--- config.mk ---
export PLATFORM = sky130hd
export DESIGN_NAME = remote_dma_ctrl
export DESIGN_NICKNAME = d
export VERILOG_FILES = /design/src/rtl/rdma_pkg.sv /design/src/rtl/rdma_cmd_decode.sv /design/src/rtl/rdma_lane_map.sv /design/src/rtl/rdma_channel.sv /design/src/rtl/remote_dma_ctrl.sv
export SDC_FILE = /design/constraint.sdc
export NUM_CORES = 1
export LEC_CHECK = 0
export CAP_MARGIN = 30
export CELL_PAD_IN_SITES_DETAIL_PLACEMENT = 0
export CELL_PAD_IN_SITES_GLOBAL_PLACEMENT = 1
export CORE_AREA = 5 5 105 107
export DETAILED_ROUTE_END_ITERATION = 7
export DIE_AREA = 0 0 110 112
export GPL_TIMING_DRIVEN = 0
export PLACE_DENSITY_LB_ADDON = 0.05
export SLEW_MARGIN = 5
export SYNTH_ARGS = -nofsm -noshare
export SYNTH_HDL_FRONTEND = slang
export SYNTH_SLANG_ARGS = --single-unit
--- constraint.sdc ---
create_clock -name clk -period 3.6 [get_ports clk]
set_clock_uncertainty 0.05 [all_clocks]
set_input_delay 0.9 -clock clk [delete_from_list [all_inputs] [get_ports clk]]
set_output_delay 0.9 -clock clk [all_outputs]
set_load 0.02 [all_outputs]
--- src/rtl/rdma_pkg.sv ---
package rdma_pkg;
  typedef enum logic [2:0] {
    OP_NONE,
    OP_READ,
    OP_WRITE,
    OP_SEND,
    OP_ABORT
  } rdma_op_e;

  localparam logic [3:0] RA_CMD     = 4'd0;
  localparam logic [3:0] RA_ADDR_LO = 4'd1;
  localparam logic [3:0] RA_ADDR_HI = 4'd2;
  localparam logic [3:0] RA_CNT_LO  = 4'd3;
  localparam logic [3:0] RA_CNT_HI  = 4'd4;
  localparam logic [3:0] RA_STATUS  = 4'd5;
  localparam logic [3:0] RA_IRQEN   = 4'd6;
  localparam logic [3:0] RA_CFG     = 4'd7;
endpackage

--- src/rtl/rdma_cmd_decode.sv ---
module rdma_cmd_decode
  import rdma_pkg::*;
(
  input  logic [2:0] cmd_bits,
  output rdma_op_e   op
);
  always_comb begin
    if (cmd_bits[2]) op = OP_ABORT;  // top bit has priority
    else begin
      unique case (cmd_bits[1:0])
        2'b01:   op = OP_READ;
        2'b10:   op = OP_WRITE;
        2'b11:   op = OP_SEND;
        default: op = OP_NONE;
      endcase
    end
  end
endmodule

--- src/rtl/rdma_lane_map.sv ---
module rdma_lane_map #(
  parameter int LANES = 2
) (
  input  logic               cfg_word,
  input  logic               cfg_swap,
  input  logic               single,
  input  logic               mem_we,
  input  logic [8*LANES-1:0] host_wdata,
  input  logic [8*LANES-1:0] mem_rdata,
  output logic [8*LANES-1:0] mem_wdata,
  output logic [LANES-1:0]   mem_be,
  output logic [8*LANES-1:0] host_rdata
);
  logic [8*LANES-1:0] wr_swapped, rd_masked, rd_swapped;

  // Byte lane k of the memory pairs with host lane LANES-1-k when swapped.
  for (genvar k = 0; k < LANES; k++) begin : g_lane
    assign wr_swapped[8*k +: 8] = host_wdata[8*(LANES-1-k) +: 8];
    assign rd_masked[8*k +: 8]  = (k == 0 || !single) ? mem_rdata[8*k +: 8] : 8'h00;
    assign rd_swapped[8*(LANES-1-k) +: 8] = rd_masked[8*k +: 8];
  end

  always_comb begin
    if (cfg_word) begin
      mem_wdata  = cfg_swap ? wr_swapped : host_wdata;
      mem_be     = single ? LANES'(1) : {LANES{1'b1}};
      host_rdata = cfg_swap ? rd_swapped : rd_masked;
    end else begin
      mem_wdata  = {{(8*LANES-8){1'b0}}, host_wdata[7:0]};
      mem_be     = LANES'(1);
      host_rdata = {{(8*LANES-8){1'b0}}, mem_rdata[7:0]};
    end
  end
endmodule

--- src/rtl/rdma_channel.sv ---
module rdma_channel
  import rdma_pkg::*;
#(
  parameter int ADDR_W = 16,
  parameter int CNT_W  = 16
) (
  input  logic              clk,
  input  logic              rst_n,
  input  logic              cfg_word,
  input  logic              addr_lo_we,
  input  logic              addr_hi_we,
  input  logic              cnt_lo_we,
  input  logic              cnt_hi_we,
  input  logic [7:0]        wdata,
  input  logic              cmd_we,
  input  rdma_op_e          op,
  input  logic              done_clr,
  input  logic              xfer,
  output logic              active,
  output logic              dir_wr,
  output logic              single,
  output logic [ADDR_W-1:0] cur_addr,
  output logic [CNT_W-1:0]  rem_cnt,
  output logic              done
);
  logic [CNT_W-1:0] step;

  assign single = cfg_word && (rem_cnt == CNT_W'(1));
  assign step   = (cfg_word && !single) ? CNT_W'(2) : CNT_W'(1);

  always_ff @(posedge clk) begin
    if (!rst_n) begin
      active   <= 1'b0;
      dir_wr   <= 1'b0;
      cur_addr <= '0;
      rem_cnt  <= '0;
      done     <= 1'b0;
    end else begin
      if (done_clr) done <= 1'b0;
      if (xfer && active) begin
        cur_addr <= cur_addr + ADDR_W'(step);
        rem_cnt  <= rem_cnt - step;
        if (rem_cnt == step) begin
          active <= 1'b0;
          done   <= 1'b1;
        end
      end
      if (!active) begin
        if (addr_lo_we) cur_addr[7:0]        <= wdata;
        if (addr_hi_we) cur_addr[ADDR_W-1:8] <= wdata[ADDR_W-9:0];
        if (cnt_lo_we)  rem_cnt[7:0]         <= wdata;
        if (cnt_hi_we)  rem_cnt[CNT_W-1:8]   <= wdata[CNT_W-9:0];
      end
      if (cmd_we) begin
        case (op)
          OP_READ, OP_WRITE: begin
            dir_wr <= (op == OP_WRITE);
            if (rem_cnt == '0) done <= 1'b1;
            else active <= 1'b1;
          end
          OP_SEND, OP_ABORT: active <= 1'b0;
          default: ;
        endcase
      end
    end
  end

  AST_ABORT_STOPS: assert property (@(posedge clk) disable iff (!rst_n)
    (cmd_we && op == OP_ABORT) |=> !active);
  AST_ABORT_KEEPS_ADDR: assert property (@(posedge clk) disable iff (!rst_n)
    (cmd_we && op == OP_ABORT && !xfer) |=> (cur_addr == $past(cur_addr) && !$rose(done)));
  AST_DONE_AT_ZERO: assert property (@(posedge clk) disable iff (!rst_n)
    (active && xfer && rem_cnt == step && !cmd_we) |=> (done && !active));
  AST_ACTIVE_NONZERO: assert property (@(posedge clk) disable iff (!rst_n)
    active |-> (rem_cnt != '0));
  AST_ZERO_START: assert property (@(posedge clk) disable iff (!rst_n)
    (cmd_we && (op == OP_READ || op == OP_WRITE) && rem_cnt == '0) |=> (done && !active));
endmodule

--- src/rtl/remote_dma_ctrl.sv ---
module remote_dma_ctrl
  import rdma_pkg::*;
#(
  parameter int ADDR_W = 16,
  parameter int CNT_W  = 16
) (
  input  logic              clk,
  input  logic              rst_n,
  input  logic              reg_wr_en,
  input  logic [3:0]        reg_wr_addr,
  input  logic [7:0]        reg_wr_data,
  input  logic [3:0]        reg_rd_addr,
  output logic [7:0]        reg_rd_data,
  input  logic              wr_valid,
  output logic              wr_ready,
  input  logic [15:0]       wr_data,
  output logic              rd_valid,
  input  logic              rd_ready,
  output logic [15:0]       rd_data,
  output logic              mem_we,
  output logic [1:0]        mem_be,
  output logic [ADDR_W-1:0] mem_addr,
  output logic [15:0]       mem_wdata,
  input  logic [15:0]       mem_rdata,
  output logic              irq
);
  localparam int LANES = 2;

  rdma_op_e          op;
  logic              active, dir_wr, single, done, xfer;
  logic              cfg_word, cfg_swap, irq_en;
  logic [ADDR_W-1:0] cur_addr;
  logic [CNT_W-1:0]  rem_cnt;

  function automatic logic hit(input logic [3:0] a);
    return reg_wr_en && (reg_wr_addr == a);
  endfunction

  rdma_cmd_decode u_dec (.cmd_bits(reg_wr_data[2:0]), .op(op));

  rdma_channel #(.ADDR_W(ADDR_W), .CNT_W(CNT_W)) u_chan (
    .clk(clk), .rst_n(rst_n), .cfg_word(cfg_word),
    .addr_lo_we(hit(RA_ADDR_LO)), .addr_hi_we(hit(RA_ADDR_HI)),
    .cnt_lo_we(hit(RA_CNT_LO)), .cnt_hi_we(hit(RA_CNT_HI)),
    .wdata(reg_wr_data), .cmd_we(hit(RA_CMD)), .op(op),
    .done_clr(hit(RA_STATUS) && reg_wr_data[0]), .xfer(xfer),
    .active(active), .dir_wr(dir_wr), .single(single),
    .cur_addr(cur_addr), .rem_cnt(rem_cnt), .done(done)
  );

  rdma_lane_map #(.LANES(LANES)) u_lanes (
    .cfg_word(cfg_word), .cfg_swap(cfg_swap), .single(single), .mem_we(mem_we),
    .host_wdata(wr_data), .mem_rdata(mem_rdata),
    .mem_wdata(mem_wdata), .mem_be(mem_be), .host_rdata(rd_data)
  );

  always_ff @(posedge clk) begin
    if (!rst_n) begin
      cfg_word <= 1'b0;
      cfg_swap <= 1'b0;
      irq_en   <= 1'b0;
    end else begin
      if (hit(RA_CFG)) begin
        cfg_word <= reg_wr_data[0];
        cfg_swap <= reg_wr_data[1];
      end
      if (hit(RA_IRQEN)) irq_en <= reg_wr_data[0];
    end
  end

  assign wr_ready = active && dir_wr;
  assign rd_valid = active && !dir_wr;
  assign xfer     = (wr_valid && wr_ready) || (rd_valid && rd_ready);
  assign mem_we   = wr_valid && wr_ready;
  assign mem_addr = cur_addr;
  assign irq      = done && irq_en;

  always_comb begin
    case (reg_rd_addr)
      RA_CMD:     reg_rd_data = {6'b0, dir_wr, active};
      RA_ADDR_LO: reg_rd_data = cur_addr[7:0];
      RA_ADDR_HI: reg_rd_data = 8'(cur_addr >> 8);
      RA_CNT_LO:  reg_rd_data = rem_cnt[7:0];
      RA_CNT_HI:  reg_rd_data = 8'(rem_cnt >> 8);
      RA_STATUS:  reg_rd_data = {7'b0, done};
      RA_IRQEN:   reg_rd_data = {7'b0, irq_en};
      RA_CFG:     reg_rd_data = {6'b0, cfg_swap, cfg_word};
      default:    reg_rd_data = 8'h00;
    endcase
  end

  AST_STREAMS_EXCLUSIVE: assert property (@(posedge clk) disable iff (!rst_n)
    !(rd_valid && wr_ready));
  AST_IRQ_NEEDS_DONE: assert property (@(posedge clk) disable iff (!rst_n)
    irq |-> done);
  AST_WRITE_LOW_LANE: assert property (@(posedge clk) disable iff (!rst_n)
    mem_we |-> mem_be[0]);
  AST_LAST_BYTE_ONLY: assert property (@(posedge clk) disable iff (!rst_n)
    (mem_we && cfg_word && rem_cnt == CNT_W'(1)) |-> (mem_be == 2'b01));
endmodule

==> impl_table.tex, run 1 <==
\begin{tabular}{lr}
\hline
Metric & Value \\
\hline
\multicolumn{2}{l}{\textbf{CTS}} \\
\quad Inserted Clock Buffers & 5 \\
\quad Clk sink count & 38 \\
\quad Clock Path Buffers & 2 \\
\quad Hold\_buf cts & 0 \\
\quad Root cell of the clock tree & sky130\_fd\_sc\_hd\_\_clkbuf\_8 \\
\quad TritonCTS clock tree & yes \\
\quad Number of levels the H-tree was split into & 2 \\
\quad Worst-path clk slew & approximately 90 ps \\
\quad Worst-skew pair later-pin latency & 300 ps \\
\multicolumn{2}{l}{\textbf{Finish}} \\
\quad FF/Latch Area & 763 µm² \\
\quad Layout cells sized above 1 & 12.8\% \\
\quad Ant diodes & 0 \\
\quad Layout-stage area growth over the synthesis result & 46.6\% \\
\quad Count of fill cells added during filler insertion & 1086 \\
\quad Leading cell type in the layout, fill and taps excluded & sky130\_fd\_sc\_hd\_\_clkdlybuf4s50\_1 \\
\quad Multi-input gate area & 2130 µm² \\
\quad Net count of the finished layout & 579 \\
\quad Most frequent cells in the layout & sky130\_fd\_sc\_hd\_\_clkdlybuf4s50\_1, sky130\_fd\_sc\_hd\_\_nor2\_1, sky130\_fd\_sc\_hd\_\_nand2\_1, sky130\_fd\_sc\_hd\_\_dfxtp\_1, sky130\_fd\_sc\_hd\_\_o21ai\_0 \\
\multicolumn{2}{l}{\textbf{Logic synthesis}} \\
\quad Number of register bits inferred by synthesis & 38 \\
\quad Register area share after synthesis & 25.5\% \\
\quad Number of distinct library cells after synthesis & 52 \\
\quad Cell area after synthesis & between 2000 and 3000 µm² \\
\quad Most used DFF post-synth & sky130\_fd\_sc\_hd\_\_dfxtp\_1 \\
\quad Syn Nets & 460 \\
\quad Cell count after synthesis & 404 \\
\quad Average cell area after synthesis & between 7 and 8 µm² \\
\quad Count of warnings emitted by yosys & 0 \\
\quad Post-synth EDFFs & 0 \\
\quad Share of async-settable or async-resettable flops after synthesis & 0\% \\
\multicolumn{2}{l}{\textbf{Power}} \\
\quad Fraction of power consumed by combinational cells & 22.1\% \\
\quad Power share of the sequential group & 38.6\% \\
\quad Highest ir drop seen on vdd & 0.178 mV \\
\quad P\_sw & between 300 and 400 µW \\
\quad Share of total power in the clock network & 39.2\% \\
\quad Sw frac & roughly 28\% \\
\quad Pwr Density & 264 nW/µm² \\
\quad Leakage power of the design & 0.00163 µW \\
\quad Cell internal pwr & 832 µW \\
\multicolumn{2}{l}{\textbf{Routing}} \\
\quad Detail-routed via count per cell & 5.11 \\
\quad Drc violations & 0 \\
\quad Drt first-iter violations & 192 \\
\quad Number of vias in the routed layout & 3374 \\
\quad DR pass1 iterations & 4 \\
\quad Average wire per cell in the routed design & around 18 µm \\
\quad Final wirelength & approximately 12000 µm \\
\quad Remaining antenna violation count & 0 \\
\multicolumn{2}{l}{\textbf{Worst setup path}} \\
\quad Largest fanout on the critical path & 10 \\
\quad Endpoint of the most critical setup path & rd\_data[13] \\
\quad Critical path class & reg2out \\
\quad Endpoint required time on the critical path & 2650 ps \\
\quad Number of cell instances on the worst register-to-register path & 12 \\
\quad Worst Setup SP & u\_chan.rem\_cnt[9]\$\_SDFF\_PN0\_ \\
\quad Critical register-to-register path startpoint & u\_chan.rem\_cnt[9]\$\_SDFF\_PN0\_ \\
\quad Slack of the worst reg-to-reg path & between 150 and 200 ps \\
\quad Destination of the worst register-to-register timing path & u\_chan.cur\_addr[5]\$\_SDFF\_PN0\_ \\
\quad CP startpoint kind & flop \\
\quad Arrival @ worst endpoint & roughly 2500 ps \\
\quad Crit end category & output port \\
\multicolumn{2}{l}{\textbf{Floorplan}} \\
\quad Die Area & approximately 12000 µm² \\
\quad Cell row count & 37 \\
\quad Ports placed on the boundary & 115 \\
\quad Die X & 110 µm \\
\quad Starting density of the core & 29.6\% \\
\quad Core region area & approximately 10000 µm² \\
\quad Vertical die dimension & approximately 110 µm \\
\multicolumn{2}{l}{\textbf{STA}} \\
\quad Final critical-path share of the clock period & between 90\% and 100\% \\
\quad Number of max-slew violations in the final report & 0 \\
\quad Final setup violation count & 0 \\
\quad Relative slew slack & 47.5\% \\
\quad Fin. Hold Viols & 0 \\
\quad Worst hold slack & 514 ps \\
\quad Worst slew pin tran & between 700 and 800 ps \\
\quad Setup repair after global routing missed its margin & false \\
\quad Final worst slack & about 110 ps \\
\quad Final critical delay including setup and external delays & 3490 ps \\
\quad Fmax achieved & roughly 290 MHz \\
\multicolumn{2}{l}{\textbf{Status}} \\
\quad Run status & completed \\
\multicolumn{2}{l}{\textbf{Global routing}} \\
\quad Largest net degree at the start of global routing & 14 \\
\quad All-layer global routing usage & between 10\% and 20\% \\
\quad Total congestion overflow & 0 \\
\quad First-pass GRT wire length & roughly 19000 µm \\
\quad Via count of the first global-routing pass & between 3k and 4k \\
\quad Initial antenna violation count & 0 \\
\multicolumn{2}{l}{\textbf{Worst hold path}} \\
\quad Path class of the lowest-slack min-delay path & reg2reg \\
\quad Number of instances on the worst hold path & 2 \\
\multicolumn{2}{l}{\textbf{Placement}} \\
\quad Port Buffers & 109 \\
\quad Pre-CTS setup slack & -404 ps \\
\quad Placer Congestion & $\sim$0.83 \\
\quad Placed wire-length estimate & 9310 µm \\
\multicolumn{2}{l}{\textbf{Run}} \\
\quad Max-cap check violation count & 0 \\
\hline
\end{tabular}
## through the flow
stage	area (µm²)	utilization [%]	total power [µW]	std cells	TNS, ps
after floorplan	2980	-	578	404	0
after CTS	4370	43.5	1160	658	0
after detailed placement	4240	42.2	710	649	-2960
final	4370	43.5	1150	660	0
after global placement	4240	42.2	707	649	-2940
after global routing	4370	43.5	1200	660	0
## synthesized netlist by cell type, types with 4 or more instances
cell	number	area [µm²]
sky130_fd_sc_hd__nor2b_1	4	25.0
sky130_fd_sc_hd__xnor2_1	17	149
sky130_fd_sc_hd__a22oi_1	5	37.5
sky130_fd_sc_hd__nor3_1	10	50.1
sky130_fd_sc_hd__nand2_1	50	188
sky130_fd_sc_hd__xor2_1	13	114
sky130_fd_sc_hd__and2_1	4	25.0
sky130_fd_sc_hd__a211oi_1	10	75.1
sky130_fd_sc_hd__nor2_1	57	214
sky130_fd_sc_hd__nand3b_1	4	30.0
sky130_fd_sc_hd__nand3_1	16	80.1
sky130_fd_sc_hd__a21oi_1	24	120
sky130_fd_sc_hd__nand4_1	4	25.0
sky130_fd_sc_hd__dfxtp_1	38	761
sky130_fd_sc_hd__mux2_2	11	124
sky130_fd_sc_hd__mux2i_1	20	200
sky130_fd_sc_hd__o22ai_1	6	37.5
sky130_fd_sc_hd__o21ai_0	29	145
sky130_fd_sc_hd__clkbuf_1	21	78.8
sky130_fd_sc_hd__or3_1	6	37.5
sky130_fd_sc_hd__o21a_1	9	67.6
## logic make-up after synthesis
| kind of cell | Yosys count | synth area share, % |
|---|---|---|
| AOI/OAI and AO/OA | 99 | 21.6 |
| xor gates and xnor gates | 30 | 8.82 |
| adders and majority gates | 3 | 1.51 |
| buffers and inverters | 31 | 4.08 |
| DFF | 38 | 25.5 |
| muxes | 32 | 11.6 |
| other | 1 | 0.126 |
| and+or+nand+nor | 170 | 26.6 |
## area by class of cell
cell class	instances	share of cell area, %
multi-input combinational	335	48.7
timing repair buffer	113	23.7
sequential	38	17.5
tap	136	3.90
buffer	25	2.55
clock buffer	5	1.58
clock inverter	3	1.58
inverter	5	0.516
## timing repair
| item | in CTS | in global routing |
|---|---|---|
| gates resized for setup | 65 | 33 |
| pin swaps | 1 | 3 |
| endpoints found under the setup margin | 31 | 46 |
| buffers inserted | 1 | 3 |
## power groups by stage
| stage | Clock [µW] | Combinational, µW | Sequential [µW] |
|---|---|---|---|
| 2_1_floorplan | 0 | 123 | 455 |
| 3_3_place_gp | 0 | 252 | 455 |
| 3_5_place_dp | 0 | 255 | 455 |
| 4_1_cts | 455 | 258 | 445 |
| 5_1_grt | 472 | 276 | 448 |
| 6_report | 453 | 255 | 446 |
## worst max-delay path, stage by stage (launching register included)
cell and delay, ps:
sky130_fd_sc_hd__dfxtp_2 370, sky130_fd_sc_hd__or4_4 560, sky130_fd_sc_hd__or3_4 410, sky130_fd_sc_hd__or3_4 350, sky130_fd_sc_hd__buf_6 150, sky130_fd_sc_hd__nand2_1 80
sky130_fd_sc_hd__o21a_1 110, sky130_fd_sc_hd__nor2_1 30, sky130_fd_sc_hd__buf_2 180
## metal layers
metal / vias up / track usage [%] / wire length [µm]
met5: - / 0 / 0
met4: 0 / 3.08 / 83
met3: 9 / 2.49 / 661
met2: 86 / 33.1 / 5850
met1: 1604 / 26.3 / 5290
li1: 1675 / - / -
## sequential cells by signal (all words and copies together), names as in the netlist
name	flops
u_chan.cur_addr	16
u_chan.rem_cnt	16
cfg_swap	1
cfg_word	1
irq_en	1
u_chan.active	1
u_chan.dir_wr	1
u_chan.done	1
## worst min path at each step
stage | startpoint | end
global placement | u_chan.rem_cnt[1]$_SDFF_PN0_ | u_chan.rem_cnt[1]$_SDFF_PN0_
CTS | u_chan.rem_cnt[1]$_SDFF_PN0_ | u_chan.rem_cnt[1]$_SDFF_PN0_
floorplan | irq_en$_SDFFE_PN0P_ | irq_en$_SDFFE_PN0P_
global route | u_chan.rem_cnt[1]$_SDFF_PN0_ | u_chan.rem_cnt[1]$_SDFF_PN0_
finish | u_chan.done$_SDFF_PN0_ | u_chan.done$_SDFF_PN0_
detailed placement | u_chan.rem_cnt[1]$_SDFF_PN0_ | u_chan.rem_cnt[1]$_SDFF_PN0_
No activity file was read; power rests on OpenSTA's default activity.
==> run 2: changes to the inputs <==
CORE_AREA = 5 5 88 90   (was 5 5 105 107)
DIE_AREA = 0 0 93 95   (was 0 0 110 112)
DONT_BUFFER_PORTS = 1   (was not set)
==> impl_table.tex, run 2 (synthesis results as in run 1) <==
\begin{tabular}{lr}
\hline
Metric & Value \\
\hline
\multicolumn{2}{l}{\textbf{Worst setup path}} \\
\quad Number of cell instances on the worst register-to-register path & 12 (unchanged) \\
\quad Arrival @ worst endpoint & 2510 ps (-30 ps) \\
\quad CP startpoint kind & primary input \\
\quad Critical path class & in2out \\
\quad Slack of the worst reg-to-reg path & 160 ps (about the same) \\
\quad Endpoint required time on the critical path & 2650 ps (about the same) \\
\quad Crit end category & output port \\
\quad Largest fanout on the critical path & 10 (unchanged) \\
\quad Critical register-to-register path startpoint & u\_chan.rem\_cnt[9]\$\_SDFF\_PN0\_ \\
\quad Destination of the worst register-to-register timing path & u\_chan.cur\_addr[8]\$\_SDFF\_PN0\_ \\
\multicolumn{2}{l}{\textbf{Routing}} \\
\quad Detail-routed via count per cell & 6.09 (+19\%) \\
\quad Average wire per cell in the routed design & 20.3 µm (+13\%) \\
\quad Drt first-iter violations & 226 (+18\%) \\
\quad Drc violations & 0 (unchanged) \\
\quad Remaining antenna violation count & 0 (unchanged) \\
\quad Number of vias in the routed layout & 3035 (-10\%) \\
\quad DR pass1 iterations & 5 (+1) \\
\quad Final wirelength & 10100 µm (-15\%) \\
\multicolumn{2}{l}{\textbf{Floorplan}} \\
\quad Vertical die dimension & 95 µm (-15\%) \\
\quad Die X & 93 µm (-15\%) \\
\quad Cell row count & 31 (-16\%) \\
\quad Die Area & 8840 µm² (-28\%) \\
\quad Starting density of the core & 42.7\% (+13 points) \\
\quad Ports placed on the boundary & 115 (unchanged) \\
\quad Core region area & 6980 µm² (-31\%) \\
\multicolumn{2}{l}{\textbf{Finish}} \\
\quad Registers with the most flip-flops & u\_chan.cur\_addr: 16 flops, u\_chan.rem\_cnt: 16 flops \\
\quad Leading cell type in the layout, fill and taps excluded & sky130\_fd\_sc\_hd\_\_nor2\_1 \\
\quad Most frequent cells in the layout & sky130\_fd\_sc\_hd\_\_nor2\_1, sky130\_fd\_sc\_hd\_\_nand2\_1, sky130\_fd\_sc\_hd\_\_dfxtp\_1, sky130\_fd\_sc\_hd\_\_o21ai\_0, sky130\_fd\_sc\_hd\_\_a21oi\_1 \\
\quad Net count of the finished layout & 471 (-19\%) \\
\quad Layout Utilization & 47.0\% (+3.5 points) \\
\quad Layout-stage area growth over the synthesis result & 10.2\% \\
\quad Ant diodes & 0 (unchanged) \\
\quad Layout cells sized above 1 & 10.6\% (-2.2 points) \\
\quad Final std cell area, no fill & 3280 µm² (-25\%) \\
\multicolumn{2}{l}{\textbf{CTS}} \\
\quad Clock Path Buffers & 2 (unchanged) \\
\quad Worst-path clk slew & 80 ps (about the same) \\
\quad TritonCTS clock tree & yes \\
\quad Inserted Clock Buffers & 5 (unchanged) \\
\quad Number of levels the H-tree was split into & 2 (unchanged) \\
\quad Clk sink count & 38 (unchanged) \\
\quad Worst-skew pair later-pin latency & 300 ps (about the same) \\
\quad Root cell of the clock tree & sky130\_fd\_sc\_hd\_\_clkbuf\_8 \\
\multicolumn{2}{l}{\textbf{Power}} \\
\quad Highest ir drop seen on vdd & 0.166 mV (-6.8\%) \\
\quad Pwr Density & 299 nW/µm² (+13\%) \\
\quad Total power consumption of the routed design & 982 µW (-15\%) \\
\quad Leakage power of the design & 0.00111 µW (-32\%) \\
\multicolumn{2}{l}{\textbf{STA}} \\
\quad Fin. Hold Viols & 0 (unchanged) \\
\quad Final critical delay including setup and external delays & 3460 ps (-30.5 ps) \\
\quad Relative slew slack & 44.9\% (-2.5 points) \\
\quad Worst slew pin tran & 805 ps (+37.3 ps) \\
\quad Number of max-slew violations in the final report & 0 (unchanged) \\
\quad Final worst slack & 138 ps (+30.5 ps) \\
\quad Setup repair after global routing missed its margin & false \\
\quad Final critical-path share of the clock period & 96.2\% (-0.85 points) \\
\quad Fmax achieved & 289 MHz (+0.88\%) \\
\quad Final setup violation count & 0 (unchanged) \\
\multicolumn{2}{l}{\textbf{Placement}} \\
\quad Pre-CTS setup slack & -224 ps (+179 ps) \\
\quad Port Buffers & 0 (-100\%) \\
\quad Placed inst area & 3080 µm² (-27\%) \\
\quad Placed wire-length estimate & 7720 µm (-17\%) \\
\quad Placer Congestion & 0.896 (+8.1\%) \\
\multicolumn{2}{l}{\textbf{Worst hold path}} \\
\quad Hold EP & irq\_en\$\_SDFFE\_PN0P\_ \\
\quad Number of instances on the worst hold path & 2 (unchanged) \\
\quad Worst hold start & irq\_en\$\_SDFFE\_PN0P\_ \\
\quad Path class of the lowest-slack min-delay path & reg2reg \\
\multicolumn{2}{l}{\textbf{Run}} \\
\quad Max-cap check violation count & 0 (unchanged) \\
\multicolumn{2}{l}{\textbf{Global routing}} \\
\quad Initial antenna violation count & 0 (unchanged) \\
\quad All-layer global routing usage & 22.6\% (+3.2 points) \\
\quad Total congestion overflow & 0 (unchanged) \\
\quad Largest net degree at the start of global routing & 12 (-2) \\
\quad Via count of the first global-routing pass & 2866 (-14\%) \\
\quad First-pass GRT wire length & 15600 µm (-16\%) \\
\multicolumn{2}{l}{\textbf{Status}} \\
\quad Run status & completed \\
\hline
\end{tabular}
-- run 2: cell types whose count changed in the layout (fill, tap and decap cells not counted), moves of 2 or more --
cell / delta
sky130_fd_sc_hd__buf_2: -11
sky130_fd_sc_hd__clkdlybuf4s50_1: -84
sky130_fd_sc_hd__clkbuf_2: -12
sky130_fd_sc_hd__dlygate4sd2_1: -5
sky130_fd_sc_hd__and2_1: -2
sky130_fd_sc_hd__dlymetal6s2s_1: -2
sky130_fd_sc_hd__clkbuf_1: +6
sky130_fd_sc_hd__buf_1: +2
-- run 2: how the worst max path moves through the flow --
stage | start | to | slack, ps | cells after the start
floorplan | u_chan.rem_cnt[9]$_SDFF_PN0_ | u_chan.cur_addr[14]$_SDFF_PN0_ | 280 | 11
global placement | u_chan.rem_cnt[9]$_SDFF_PN0_ | u_chan.cur_addr[14]$_SDFF_PN0_ | -210 | 11
detailed placement | u_chan.rem_cnt[9]$_SDFF_PN0_ | u_chan.cur_addr[14]$_SDFF_PN0_ | -220 | 11
CTS | u_chan.rem_cnt[9]$_SDFF_PN0_ | u_chan.cur_addr[8]$_SDFF_PN0_ | 1 | 12
global route | u_chan.rem_cnt[9]$_SDFF_PN0_ | u_chan.cur_addr[15]$_SDFF_PN0_ | 7 | 12
finish | reg_rd_addr[0] | reg_rd_data[1] | 140 | 4
-- run 2: what timing repair did --
action | in CTS | in global routing
endpoints found under the hold margin | 0 | 0
setup endpoints to repair | 17 | 25
setup buffers | 2 | 2
pin swaps | 2 | 3
gates resized for setup | 7 | 9
hold buffers | 0 | 0
-- run 2: through the flow --
step | hold slack (ps) | TNS [ps] | cells
floorplan | 424 | 0 | 404
global placement | 484 | -518 | 486
detailed placement | 491 | -710 | 486
CTS | 513 | 0 | 496
global route | 526 | 0 | 498
finish | 508 | 0 | 498
-- run 2: worst max-delay path, stage by stage --
cell                       delay, ps
sky130_fd_sc_hd__clkbuf_1        370
sky130_fd_sc_hd__buf_1           500
sky130_fd_sc_hd__nand3_1         160
sky130_fd_sc_hd__a311oi_2        570
-- run 2: cell type report --
cell class | count | area (µm²)
buffer | 26 | 109
clock buffer | 7 | 76.3
clock inverter | 1 | 30.0
fill | 737 | 3700
inverter | 5 | 18.8
multi-input combinational | 335 | 2150
sequential | 38 | 763
tap | 82 | 103
timing repair buffer | 4 | 33.8
-- run 2: where the power goes --
| group | internal, µW | switching (µW) |
|---|---|---|
| registers | 430 | 21.2 |
| clock network | 208 | 164 |
| logic | 59.0 | 100 |
-- run 2: metal layers --
layer	GRT usage, %	vias to the layer above	wire length [µm]
met2	37.8	118	4840
met5	0	-	0
li1	-	1465	-
met3	5.58	9	773
met1	29.4	1443	4410
met4	5.25	0	101
